### config.mk
export PLATFORM = sky130hd
export DESIGN_NAME = edge_irq_unit
export DESIGN_NICKNAME = d
export VERILOG_FILES = /design/src/rtl/eiu_pkg.sv /design/src/rtl/eiu_sync.sv /design/src/rtl/eiu_port_regs.sv /design/src/rtl/eiu_edge_qual.sv /design/src/rtl/edge_irq_unit.sv
export SDC_FILE = /design/constraint.sdc
export NUM_CORES = 1
export LEC_CHECK = 0
export BUFFER_PORTS_ARGS = -buffer_cell sky130_fd_sc_hd__buf_2
export CAP_MARGIN = 0
export CORE_ASPECT_RATIO = 1.5
export CORE_MARGIN = 2
export CORE_UTILIZATION = 45
export DETAILED_ROUTE_END_ITERATION = 16
export PLACE_DENSITY = 0.62
export SETUP_SLACK_MARGIN = 0.2
export SYNTH_ARGS = -nofsm -noshare
export SYNTH_HDL_FRONTEND = slang
export SYNTH_SLANG_ARGS = --single-unit
### constraint.sdc
create_clock -name clk -period 3.7 [get_ports clk]
set_clock_uncertainty 0.05 [all_clocks]
set_input_delay 0.37 -clock clk [delete_from_list [all_inputs] [get_ports clk]]
set_output_delay 0.37 -clock clk [all_outputs]
set_load 0.005 [all_outputs]
### src/rtl/eiu_pkg.sv
package eiu_pkg;
    localparam int ADDR_CLEAR   = 'h01;
    localparam int ADDR_STATUS  = 'h02;
    localparam int ADDR_CONTROL = 'h03;
    localparam int RISE_BASE    = 'h42;
    localparam int FALL_BASE    = 'h43;
    localparam int PORT_STRIDE  = 'h10;
    localparam int PORT_BITS    = 8;

    // control byte, bit 4 down to bit 0
    typedef struct packed {
        logic glb_fall;
        logic glb_rise;
        logic int_en;
        logic ovf_en;
        logic det_en;
    } ctrl_t;

    typedef struct packed {
        logic fall_seen;
        logic rise_seen;
        logic ovf;
        logic edge_f;
    } flags_t;
endpackage

### src/rtl/eiu_sync.sv
module eiu_sync #(
    parameter int WIDTH = 32
) (
    input  logic             clk,
    input  logic             rst_n,
    input  logic [WIDTH-1:0] din,
    output logic [WIDTH-1:0] dout
);
    typedef struct packed {
        logic [WIDTH-1:0] s1;
        logic [WIDTH-1:0] s2;
    } sync_t;

    sync_t sy_d, sy_q;

    always_comb begin
        sy_d    = sy_q;
        sy_d.s1 = din;
        sy_d.s2 = sy_q.s1;
    end

    always_ff @(posedge clk) begin
        if (!rst_n) sy_q <= '0;
        else        sy_q <= sy_d;
    end

    assign dout = sy_q.s2;
endmodule

### src/rtl/eiu_port_regs.sv
module eiu_port_regs
    import eiu_pkg::*;
#(
    parameter int NUM_PORTS = 4,
    parameter int ADDR_W    = 8,
    localparam int CH       = NUM_PORTS * PORT_BITS
) (
    input  logic              clk,
    input  logic              rst_n,
    input  logic [ADDR_W-1:0] bus_addr,
    input  logic              bus_wr,
    input  logic [7:0]        bus_wdata,
    output logic [CH-1:0]     rise_arm,
    output logic [CH-1:0]     fall_arm,
    output logic              rd_hit,
    output logic [7:0]        rd_data
);
    for (genvar p = 0; p < NUM_PORTS; p++) begin : g_port
        localparam logic [ADDR_W-1:0] RA = ADDR_W'(RISE_BASE + PORT_STRIDE * p);
        localparam logic [ADDR_W-1:0] FA = ADDR_W'(FALL_BASE + PORT_STRIDE * p);

        typedef struct packed {
            logic [7:0] rise;
            logic [7:0] fall;
        } arm_t;

        arm_t arm_d, arm_q;

        always_comb begin
            arm_d = arm_q;
            if (bus_wr && bus_addr == RA) arm_d.rise = bus_wdata;
            if (bus_wr && bus_addr == FA) arm_d.fall = bus_wdata;
        end

        always_ff @(posedge clk) begin
            if (!rst_n) arm_q <= '0;
            else        arm_q <= arm_d;
        end

        assign rise_arm[p*PORT_BITS +: PORT_BITS] = arm_q.rise;
        assign fall_arm[p*PORT_BITS +: PORT_BITS] = arm_q.fall;
    end

    always_comb begin
        rd_hit  = 1'b0;
        rd_data = 8'h00;
        for (int p = 0; p < NUM_PORTS; p++) begin
            if (bus_addr == ADDR_W'(RISE_BASE + PORT_STRIDE * p)) begin
                rd_hit  = 1'b1;
                rd_data = rise_arm[p*PORT_BITS +: PORT_BITS];
            end
            if (bus_addr == ADDR_W'(FALL_BASE + PORT_STRIDE * p)) begin
                rd_hit  = 1'b1;
                rd_data = fall_arm[p*PORT_BITS +: PORT_BITS];
            end
        end
    end
endmodule

### src/rtl/eiu_edge_qual.sv
module eiu_edge_qual
    import eiu_pkg::*;
#(
    parameter int NUM_PORTS = 4,
    localparam int CH       = NUM_PORTS * PORT_BITS
) (
    input  logic          clk,
    input  logic          rst_n,
    input  logic [CH-1:0] cur,
    input  logic [CH-1:0] rise_arm,
    input  logic [CH-1:0] fall_arm,
    input  logic          det_en,
    input  logic          glb_rise,
    input  logic          glb_fall,
    output logic          rise_hit,
    output logic          fall_hit
);
    typedef struct packed {
        logic [CH-1:0] prev;
    } hist_t;

    hist_t h_d, h_q;
    logic [NUM_PORTS-1:0] port_rise, port_fall;

    always_comb begin
        h_d      = h_q;
        h_d.prev = cur;
    end

    always_ff @(posedge clk) begin
        if (!rst_n) h_q <= '0;
        else        h_q <= h_d;
    end

    for (genvar p = 0; p < NUM_PORTS; p++) begin : g_port
        logic [7:0] now_b, old_b;
        assign now_b = cur[p*PORT_BITS +: PORT_BITS];
        assign old_b = h_q.prev[p*PORT_BITS +: PORT_BITS];
        assign port_rise[p] = |( now_b & ~old_b & rise_arm[p*PORT_BITS +: PORT_BITS]);
        assign port_fall[p] = |(~now_b &  old_b & fall_arm[p*PORT_BITS +: PORT_BITS]);
    end

    assign rise_hit = det_en & glb_rise & (|port_rise);
    assign fall_hit = det_en & glb_fall & (|port_fall);
endmodule

### src/rtl/edge_irq_unit.sv
module edge_irq_unit
    import eiu_pkg::*;
#(
    parameter int NUM_PORTS = 4,
    parameter int ADDR_W    = 8,
    localparam int CH       = NUM_PORTS * PORT_BITS
) (
    input  logic              clk,
    input  logic              rst_n,
    input  logic [CH-1:0]     in_raw,
    input  logic [ADDR_W-1:0] bus_addr,
    input  logic              bus_wr,
    input  logic [7:0]        bus_wdata,
    output logic [7:0]        bus_rdata,
    output logic              irq
);
    typedef struct packed {
        ctrl_t  ctrl;
        flags_t flg;
    } core_t;

    core_t c_d, c_q;

    logic [CH-1:0] in_sync, rise_arm, fall_arm;
    logic          rise_hit, fall_hit, port_rd_hit;
    logic [7:0]    port_rd_data;
    logic [7:0]    ctrl_byte, stat_byte;
    logic          clr_wr, clr_edge, clr_ovf, edge_kept;

    eiu_sync #(.WIDTH(CH)) u_sync (
        .clk  (clk),
        .rst_n(rst_n),
        .din  (in_raw),
        .dout (in_sync)
    );

    eiu_port_regs #(.NUM_PORTS(NUM_PORTS), .ADDR_W(ADDR_W)) u_regs (
        .clk      (clk),
        .rst_n    (rst_n),
        .bus_addr (bus_addr),
        .bus_wr   (bus_wr),
        .bus_wdata(bus_wdata),
        .rise_arm (rise_arm),
        .fall_arm (fall_arm),
        .rd_hit   (port_rd_hit),
        .rd_data  (port_rd_data)
    );

    eiu_edge_qual #(.NUM_PORTS(NUM_PORTS)) u_qual (
        .clk     (clk),
        .rst_n   (rst_n),
        .cur     (in_sync),
        .rise_arm(rise_arm),
        .fall_arm(fall_arm),
        .det_en  (c_q.ctrl.det_en),
        .glb_rise(c_q.ctrl.glb_rise),
        .glb_fall(c_q.ctrl.glb_fall),
        .rise_hit(rise_hit),
        .fall_hit(fall_hit)
    );

    assign clr_wr    = bus_wr && (bus_addr == ADDR_W'(ADDR_CLEAR));
    assign clr_edge  = clr_wr && bus_wdata[3];
    assign clr_ovf   = clr_wr && bus_wdata[2];
    assign edge_kept = c_q.flg.edge_f && !clr_edge;

    always_comb begin
        c_d = c_q;
        if (bus_wr && bus_addr == ADDR_W'(ADDR_CONTROL))
            c_d.ctrl = ctrl_t'(bus_wdata[4:0]);
        if (clr_edge) begin
            c_d.flg.edge_f    = 1'b0;
            c_d.flg.rise_seen = 1'b0;
            c_d.flg.fall_seen = 1'b0;
        end
        if (clr_ovf) c_d.flg.ovf = 1'b0;
        // a new edge beats a same-cycle clear
        if (rise_hit || fall_hit) begin
            c_d.flg.edge_f = 1'b1;
            if (rise_hit) c_d.flg.rise_seen = 1'b1;
            if (fall_hit) c_d.flg.fall_seen = 1'b1;
            if (edge_kept && c_q.ctrl.ovf_en) c_d.flg.ovf = 1'b1;
        end
    end

    always_ff @(posedge clk) begin
        if (!rst_n) c_q <= '0;
        else        c_q <= c_d;
    end

    assign irq       = c_q.ctrl.int_en & c_q.flg.edge_f;
    assign ctrl_byte = {3'b000, c_q.ctrl};
    assign stat_byte = {3'b000, c_q.flg.fall_seen, c_q.flg.rise_seen, irq,
                        c_q.flg.ovf, c_q.flg.edge_f};

    always_comb begin
        if (bus_addr == ADDR_W'(ADDR_STATUS))       bus_rdata = stat_byte;
        else if (bus_addr == ADDR_W'(ADDR_CONTROL)) bus_rdata = ctrl_byte;
        else if (port_rd_hit)                       bus_rdata = port_rd_data;
        else                                        bus_rdata = 8'h00;
    end
endmodule

== Word-level counts from Yosys, hierarchy flattened ==
Cells that the tools add are included.
Storage, ports and cells
  flip-flop bits (word level): 169
  latch bits: 0
  RAM bits: 0
  ROM bits: 0
  input bits: 51
  output and inout port bits: 9
  word-level logic and storage cells: 105
  memories kept: 0
Operators by class
  add/subtract/negate cells: 0
  multiply operators: 0
  div/mod/pow operators: 0
  order comparisons: 0
  eq/ne operators: 11
  shift-type cells: 0
  mux-type cells: 26
  bitwise operators: 29
  reductions and logical operators: 19
Operators by type and width (count)
  AND 8 bit: 16
  two-way mux 8 bit: 11
  == test 8 x 7 -> 1 bit, second input constant: 8
  inverter 8 bit: 8
  OR reduction 32 bit: 2
  == test 8 x 2 -> 1 bit, second input constant: 2
  logical AND 1 bit: 14
  two-way mux 1 bit: 13
  == test 8 x 1 -> 1 bit, second input constant: 1
  AND 1 bit: 5
  two-way mux 4 bit: 1
  two-way mux 2 bit: 1
  nonzero test 2 bit: 1
  zero test 1 bit: 1
  logical OR 1 bit: 1

== Depth between registers and ports, before layout ==
Gate-level depths: netlist of run 1.
  word-level depth: 12
  mapped depth: 8
  mapped depth without buffers: 6

== Hierarchy ==
A second synthesis of run 1 with hierarchy kept.
Unflattened totals
  cell total of the unflattened synthesis: 701
  area total of the unflattened synthesis: 6936.7 sq um
By module, submodules not included
  eiu_port_regs: instances 1, cells an instance 329, area each 3153.0 sq um, sequential area each 1281.2 sq um
  eiu_sync: instances 1, cells an instance 134, area each 1791.7 sq um, sequential area each 1281.2 sq um
  eiu_edge_qual: instances 1, cells an instance 171, area each 1440.1 sq um, sequential area each 640.6 sq um
  edge_irq_unit: instances 1, cells an instance 67, area each 551.8 sq um, sequential area each 180.2 sq um

== Least setup slack after synthesis of run 1 ==
Ideal clock, no wire load.
  kind: input-to-output
  from: in bus_addr[3]
  to: out bus_rdata[3]
  arrival: 1.750 ns
  data required time: 3.280 ns
  path slack: 1.530 ns
  cell stages on the path: 7
  path through: or3b_1 -> buf_2 -> o22ai_1 -> o21ai_0 -> a221oi_2 -> nor4_1 -> o32a_1
Between the ends
  word-level cells in the longest chain between the ends: 12
  elaborated cells between the ends (all ways): 29
  those cells by class: 10 x eq/ne; 19 x mux
Ends and longest elaborated chain
  start, declared: line edge_irq_unit.sv:11  | input logic [ADDR_W-1:0] bus_addr,
  == test 8 x 7 -> 1 bit: line eiu_port_regs.sv:48  | if (bus_addr == ADDR_W'(RISE_BASE + PORT_STRIDE * p)) begin
  two-way mux 8 bit / two-way mux 1 bit (equally long branches): line eiu_port_regs.sv:48
  two-way mux 8 bit / two-way mux 1 bit (equally long branches): line eiu_port_regs.sv:52  | if (bus_addr == ADDR_W'(FALL_BASE + PORT_STRIDE * p)) begin
  two-way mux 8 bit / two-way mux 1 bit (equally long branches): line eiu_port_regs.sv:48
  two-way mux 8 bit / two-way mux 1 bit (equally long branches): line eiu_port_regs.sv:52
  two-way mux 8 bit / two-way mux 1 bit (equally long branches): line eiu_port_regs.sv:48
  two-way mux 8 bit / two-way mux 1 bit (equally long branches): line eiu_port_regs.sv:52
  two-way mux 8 bit / two-way mux 1 bit (equally long branches): line eiu_port_regs.sv:48
  two-way mux 8 bit / two-way mux 1 bit (equally long branches): line eiu_port_regs.sv:52
  two-way mux 8 bit: line edge_irq_unit.sv:99  | else if (port_rd_hit) bus_rdata = port_rd_data;
  two-way mux 8 bit: line edge_irq_unit.sv:98  | else if (bus_addr == ADDR_W'(ADDR_CONTROL)) bus_rdata = ctrl_byte;
  two-way mux 8 bit *: line edge_irq_unit.sv:97  | if (bus_addr == ADDR_W'(ADDR_STATUS)) bus_rdata = stat_byte;
  end, declared: line edge_irq_unit.sv:14  | output logic [7:0] bus_rdata,
Mark *: on every way between the ends. The rest lies on a longest branch, timed or not.

== Final worst setup path of run 1 ==
  from: in bus_addr[4]
  to: out bus_rdata[0]
Same word-level chain as after synthesis.

==> metrics.md, run 1 <==
| Metric | Value |
|---|---|
| Status | `finished, final reports clean` |
| Post-DP HPWL | `14800 um` |
| Worst Tran Pin Value | `1150 ps` |
| Worst slack, placed | `729 ps` |
| GP Congestion | `0.973` |
| Number of buffers inserted by hold repair at cts | `0` |
| Final WS setup | `689 ps` |
| Kind of launch point of the worst setup path | `primary input` |
| Total number of nets in the final design | `846` |
| Internal reg-to-reg setup slack | `1570 ps` |
| Total global routing overflow | `0` |
| Number of global-route vias before repair | `5315` |
| Filler-free cell count of the finished design | `1004` |
| Largest net degree at the start of global routing | `100` |
| Number of synthesized register bits | `169` |
| Syn Nets | `807` |
| R2R depth | `6` |
| Antenna viol nets, final | `0` |
| Achievable Freq | `332 MHz` |
| Standard cell core area | `14500 um^2` |
| Clock latency on the worst-skew pair | `430 ps` |
| Maximum buffer depth of the clock tree | `2` |
| Syn_area_per_cell | `8.85 um^2` |
| Leading cell type in the layout, fill and taps excluded | `sky130_fd_sc_hd__dfxtp_1` |
| Dominant register cell in the synthesized netlist | `sky130_fd_sc_hd__dfxtp_1` |
| Gate Count Post-Synth | `756` |
| Worst vdd ir | `0.000345 V` |
| Synth async-reset ratio | `0%` |
| Height of the chip | `153 um` |
| Number of ports placed on the die boundary | `60` |
| Number of clock buffers inserted by TritonCTS | `17` |
| Commonest non-fill, non-tap cells in the layout | `sky130_fd_sc_hd__dfxtp_1 (169), sky130_fd_sc_hd__nand2_1 (101), sky130_fd_sc_hd__and2_1 (98), sky130_fd_sc_hd__a21oi_1 (61), sky130_fd_sc_hd__buf_2 (59)` |
| Number of hold violations in the final report | `0` |
| First-pass GRT wire length | `30600 um` |
| Crit Path Class | `in -> out` |
| Floorplan die area | `15900 um^2` |
| Num rows | `54` |
| Critical path endpoint category | `output pin` |
| Effective utilization at floorplan | `46.1%` |
| Sum of negative setup slack | `0 ps` |
| Drt first pass iters | `7` |
| Proportion of layout cells with a drive suffix above 1 | `13.7%` |
| TritonCTS clock tree | `yes` |
| Number of instances on the worst hold path | `2` |
| Die Width | `104 um` |
| Post-cts repair resize count | `0` |
| Area growth from synthesis to layout | `14.5%` |
| Slew headroom | `23.5%` |
| Number of unique standard cell types used by synthesis | `53` |
| Required time at the worst-slack endpoint | `3280 ps` |
| Post-layout min period | `3010 ps` |
| Total cell area at the placement stage | `7090 um^2` |
| Routed WL per cell | `20.0 um` |
| Vias per Instance | `5.61` |
| CTS Sinks | `169` |
| Worst reg2reg path startpoint | `u_regs.rise_arm[5]` |
| Signal arrival time at the worst endpoint | `2590 ps` |
| Post-synthesis cell area | `6690 um^2` |
| Reported max-cap violation count | `0` |
| DRC errors left | `0` |
| Crit. Startpoint | `bus_addr[4]` |
| Total power divided by cell area | `491 nW/um^2` |
| Total of buffers placed on input and output ports | `59` |
| Clock edge transition at the registers on the reported setup and hold paths | `60 ps` |
| Antenna violations before repair | `0` |
| Sequential cell area | `3380 um^2` |
| Library cell used as clock root buffer | `sky130_fd_sc_hd__clkbuf_16` |
| Min-Delay Startpoint | `in_raw[6]` |
| Worst R2R End | `c_q[0]` |
| Final cell area excluding filler cells | `7660 um^2` |
| Leakage power | `2.99 nW` |
| Max H-tree Level | `4` |
| Total of warnings raised by yosys | `0` |
| Final wirelength | `20100 um` |
| Portion of the clock cycle consumed by the worst path in the final layout | `81.4%` |
| Count of buffers added by post-CTS timing repair for setup | `0` |
| Detailed router's first-iteration violation count | `419` |
| Worst-case hold path end point | `u_sync.sy_d[6]` |
| Number of diodes added for antenna fixing | `0` |
| Type of the most critical hold path | `in -> reg` |
| Number of placed instances with taps included | `972` |
| Count of final setup violators | `0` |
| Via total after detailed routing | `5629` |
| Number of enable-type register cells in the synthesized netlist | `0` |
| Number of max-slew violations in the final report | `0` |
| Combined area of the multi-input logic cells | `3080 um^2` |
| Unrepaired setup endpoints after global routing | `no` |
| Total global routing track utilization | `25.6%` |
| Sequential area share after synthesis | `50.6%` |
| Largest fanout on the critical path | `22` |
| Fill count | `1379` |
-- worst max-delay path by stage --
| stage | end | slack (ps) | depth (start not counted) |
|---|---|---|---|
| final | bus_rdata[0] | 690 | 8 |
| after CTS | bus_rdata[1] | 720 | 8 |
| after global routing | bus_rdata[0] | 530 | 8 |
| after global placement | bus_rdata[1] | 850 | 8 |
| after floorplan | bus_rdata[3] | 1530 | 7 |
| after detailed placement | bus_rdata[1] | 730 | 8 |
-- final cells by class --
class / instances / share of cell area [%]
sequential: 169 / 44.2
inverter: 11 / 0.539
clock inverter: 11 / 1.45
tap: 196 / 3.20
timing repair buffer: 65 / 4.44
clock buffer: 21 / 6.01
multi-input combinational: 531 / 40.2
-- metal layers --
metal	wire length, um	GRT usage, %	vias to the layer above
li1	-	-	2679
met1	7810	29.3	2640
met2	9800	44.3	251
met5	0	0	-
met4	1150	15.7	0
met3	1340	4.73	59
-- worst max-delay path, cell delays in order --
cell and delay (ps):
sky130_fd_sc_hd__buf_2 340, sky130_fd_sc_hd__nor4bb_1 450, sky130_fd_sc_hd__and3_1 680, sky130_fd_sc_hd__o2bb2ai_1 180, sky130_fd_sc_hd__a21oi_1 60, sky130_fd_sc_hd__nor4_1 230, sky130_fd_sc_hd__o22a_1 170, sky130_fd_sc_hd__buf_2 110
-- sequential cells by signal, summed over array words and instances (netlist names) --
register	cells
u_regs.fall_arm	32
u_sync.dout	32
c_q	9
u_regs.rise_arm	32
u_sync.sy_d	32
u_qual.h_q	32
-- synthesized netlist by cell type, types with 3 or more instances --
cell / count / share of area [%]
sky130_fd_sc_hd__a31oi_1: 11 / 1.0
sky130_fd_sc_hd__inv_1: 10 / 0.56
sky130_fd_sc_hd__mux2_2: 3 / 0.50
sky130_fd_sc_hd__a221oi_1: 4 / 0.52
sky130_fd_sc_hd__and3_1: 4 / 0.37
sky130_fd_sc_hd__nand2b_1: 6 / 0.56
sky130_fd_sc_hd__a211oi_1: 4 / 0.45
sky130_fd_sc_hd__nand3_1: 50 / 3.7
sky130_fd_sc_hd__nor2_1: 47 / 2.6
sky130_fd_sc_hd__o22a_1: 3 / 0.39
sky130_fd_sc_hd__nand3b_1: 16 / 1.8
sky130_fd_sc_hd__o211ai_1: 3 / 0.34
sky130_fd_sc_hd__buf_2: 8 / 0.60
sky130_fd_sc_hd__clkbuf_1: 33 / 1.9
sky130_fd_sc_hd__and2_1: 98 / 9.2
sky130_fd_sc_hd__dfxtp_1: 169 / 51
sky130_fd_sc_hd__a21oi_1: 61 / 4.6
sky130_fd_sc_hd__o21ai_0: 18 / 1.3
sky130_fd_sc_hd__nor2b_1: 4 / 0.37
sky130_fd_sc_hd__mux2i_1: 29 / 4.3
sky130_fd_sc_hd__o22ai_1: 20 / 1.9
sky130_fd_sc_hd__nor4_1: 7 / 0.65
sky130_fd_sc_hd__nand2_1: 101 / 5.7
sky130_fd_sc_hd__and3b_1: 8 / 1.0
-- cells by family after synthesis --
logic type             after synthesis  share of synthesized area (%)
buffers and inverters               56                           3.40
AOI/OAI and AO/OA                  138                           12.4
and+or+nand+nor                    361                           28.8
DFF                                169                           50.6
muxes                               32                           4.84
-- report_power, final --
group / switching [mW] / internal [mW] / leakage [nW]
clock: 0.740 / 0.973 / 0.280
sequential: 0.0207 / 1.86 / 1.38
combinational: 0.105 / 0.0622 / 1.34
-- stage by stage --
stage          utilization [%]  hold WS, ps  power, mW
2_1_floorplan                -          362       2.02
3_3_place_gp              48.8          365       2.09
3_5_place_dp              48.8          367       2.09
4_1_cts                   52.7         85.0       3.78
5_1_grt                   52.7         95.8       3.88
6_report                  52.7         92.8       3.76
(Power assumes the default switching activity.)
==> run 2: changes to the inputs <==
==> constraint.sdc (replaced) <==
create_clock -name clk -period 3.1 [get_ports clk]
set_clock_uncertainty 0.05 [all_clocks]
set_input_delay 0.31 -clock clk [delete_from_list [all_inputs] [get_ports clk]]
set_output_delay 0.31 -clock clk [all_outputs]
set_load 0.005 [all_outputs]
==> run 2 against run 1 <==
Sequential share of layout area fell by 0.27 points. Via count rose by 0.92%. Sequential cell count did not move. Register-to-register slack got worse by 490 ps. Critical path depth stayed put. Power is 21% higher. Non-clock buffer count is 4 higher. Combinational power increased by 21%. Worst setup slack worse by 250 ps. Cell area rose by 0.62%. Count of clock-buffer cells in the layout down 3. Largest power group unchanged.
==> metrics.md, run 2 (synthesis gave the netlist of run 1 again) <==
| Metric | Value |
|---|---|
| Status | `finished, final reports clean` |
| Floorplan die area | `15900 um^2 (unchanged)` |
| Count of buffers added by post-CTS timing repair for setup | `0 (unchanged)` |
| Number of hold violations in the final report | `0 (unchanged)` |
| Portion of the clock cycle consumed by the worst path in the final layout | `86.0%` |
| Post-DP HPWL | `15400 um (+3.6%)` |
| Via total after detailed routing | `5681 (+0.92%)` |
| Post-layout min period | `2670 ps` |
| Number of global-route vias before repair | `5312 (-0.056%)` |
| Cell Int Power | `3.44 mW (+19%)` |
| Total of buffers placed on input and output ports | `59 (unchanged)` |
| Height of the chip | `153 um (unchanged)` |
| Number of buffers inserted by hold repair at cts | `0 (unchanged)` |
| Number of ports placed on the die boundary | `60 (unchanged)` |
| Sw frac | `24.6% (+1.6 points)` |
| First-pass GRT wire length | `30900 um (+0.97%)` |
| Area growth from synthesis to layout | `15.2%` |
| Leading cell type in the layout, fill and taps excluded | `sky130_fd_sc_hd__dfxtp_1` |
| Unrepaired setup endpoints after global routing | `no` |
| DRC errors left | `0 (unchanged)` |
| Leakage power | `3.01 nW (+0.62%)` |
| Antenna viol nets, final | `0 (unchanged)` |
| Worst hold slack | `41.4 ps (-51.3 ps)` |
| Total global routing overflow | `0 (unchanged)` |
| Num rows | `54 (unchanged)` |
| Number of max-slew violations in the final report | `0 (unchanged)` |
| Routed WL per cell | `20.5 um (+2.7%)` |
| Commonest non-fill, non-tap cells in the layout | `sky130_fd_sc_hd__dfxtp_1 (169), sky130_fd_sc_hd__nand2_1 (101), sky130_fd_sc_hd__and2_1 (98), sky130_fd_sc_hd__a21oi_1 (61), sky130_fd_sc_hd__buf_2 (59)` |
| Detailed router's first-iteration violation count | `518 (+24%)` |
| GP Congestion | `1.02 (+5.0%)` |
| Required time at the worst-slack endpoint | `2740 ps (-540 ps)` |
| Clock edge transition at the registers on the reported setup and hold paths | `70 ps (about the same)` |
| Drt first pass iters | `6 (-1)` |
| Count of final setup violators | `0 (unchanged)` |
| Max H-tree Level | `4 (unchanged)` |
| Cell repeated most along the worst path | `sky130_fd_sc_hd__buf_2` |
| Proportion of layout cells with a drive suffix above 1 | `14.3% (+0.55 points)` |
| Die Width | `104 um (unchanged)` |
| CP peak stage delay | `460 ps (-220 ps)` |
| Standard cell core area | `14500 um^2 (unchanged)` |
| Fraction of power consumed by the clock network | `46.4% (+0.9 points)` |
| Slowest stage cell on the critical path | `sky130_fd_sc_hd__and3_1` |
| Number of diodes added for antenna fixing | `0 (unchanged)` |
| Total number of nets in the final design | `850 (+0.47%)` |
| Effective utilization at floorplan | `46.1% (unchanged)` |
| Worst vdd ir | `0.000360 V (+4.1%)` |
| Vias per Instance | `5.64 (+0.52%)` |
| Slew headroom | `56.9% (+33 points)` |
| Largest net degree at the start of global routing | `97 (-3.0%)` |
| Worst Tran Pin Value | `646 ps (-499 ps)` |
| Clock latency on the worst-skew pair | `420 ps (about the same)` |
| CTS Sinks | `169 (unchanged)` |
| Sequential fraction of design power | `49.2% (-0.8 points)` |
| Post-cts repair resize count | `0 (unchanged)` |
| Antenna violations before repair | `0 (unchanged)` |
| Sum of negative setup slack | `0 ps (unchanged)` |
| Crit Path Class | `in -> out` |
| Total power divided by cell area | `592 nW/um^2 (+21%)` |
| Maximum buffer depth of the clock tree | `2 (unchanged)` |
| Ordered list of cells on the worst path | `buf_2 > nor4bb_1 > and3_1 > o2bb2ai_1 > a21oi_1 > nor4_1 > o22a_1 > buf_2` |
| Number of clock buffers inserted by TritonCTS | `17 (unchanged)` |
| Library cell used as clock root buffer | `sky130_fd_sc_hd__clkbuf_16` |
| Fill count | `1367 (-0.87%)` |
| Reported max-cap violation count | `0 (unchanged)` |
| Kind of launch point of the worst setup path | `primary input` |
| Largest fanout on the critical path | `22 (unchanged)` |
| Combinational cell fraction of total power | `4.4% (about the same)` |
| Power spent charging and discharging nets | `1.13 mW (+30%)` |
| Signal arrival time at the worst endpoint | `2310 ps (-280 ps)` |
| Type of the most critical hold path | `in -> reg` |
| Critical path endpoint category | `output pin` |
| Achievable Freq | `375 MHz` |
| TritonCTS clock tree | `yes` |
| Total global routing track utilization | `26.0% (+0.32 points)` |
| Final wirelength | `20700 um (+3.1%)` |
## run 2: final timing paths
path | from | to | slack (ps) | depth (start not counted)
worst max-delay path | bus_addr[4] | bus_rdata[0] | 430 | 8
worst min-delay path | in_raw[6] | u_sync.sy_d[6] | 40 | 2
worst max register to register | u_regs.rise_arm[13] | c_q[0] | 1080 | 6
worst min register to register | u_sync.sy_d[25] | u_sync.dout[25] | 380 | 1
## run 2: final cells by class
class                      instances  area (um^2)  share of cell area, %
clock buffer                      18          429                   5.57
clock inverter                    14          160                   2.08
inverter                          11         41.3                  0.536
multi-input combinational        531         3080                   40.0
sequential                       169         3380                   43.9
tap                              196          245                   3.18
timing repair buffer              69          370                   4.80
## run 2: critical path, delay by kind of cell
kind / cells / cell delay, ps
AOI/OAI and AO/OA: 3 / 410
and+or+nand+nor: 3 / 1110
buffers and inverters: 2 / 460
## run 2: power by group through the flow
stage / sequential [mW] / combinational (mW) / clock (mW)
floorplan: 2.29 / 0.127 / 0
global placement: 2.29 / 0.198 / 0
detailed placement: 2.30 / 0.200 / 0
CTS: 2.25 / 0.201 / 2.16
global route: 2.25 / 0.219 / 2.25
finish: 2.25 / 0.202 / 2.12
## run 2: metal layers
layer | wire, um | vias up | track usage [%]
li1 | - | 2689 | -
met1 | 8220 | 2696 | 30.1
met2 | 10300 | 236 | 45.7
met3 | 1030 | 60 | 3.11
met4 | 1160 | 0 | 15.8
met5 | 0 | - | 0
## run 2: per-stage QoR
stage | setup WS (ps) | utilization, % | cell area [um^2] | power [mW] | instances
after CTS | 472 | 53.1 | 7710 | 4.61 | 1008
after floorplan | 1050 | - | 6690 | 2.41 | 756
after global placement | 585 | 49.0 | 7120 | 2.49 | 976
after detailed placement | 488 | 49.0 | 7120 | 2.50 | 976
after global routing | 215 | 53.1 | 7710 | 4.72 | 1008
final | 434 | 53.1 | 7710 | 4.57 | 1008
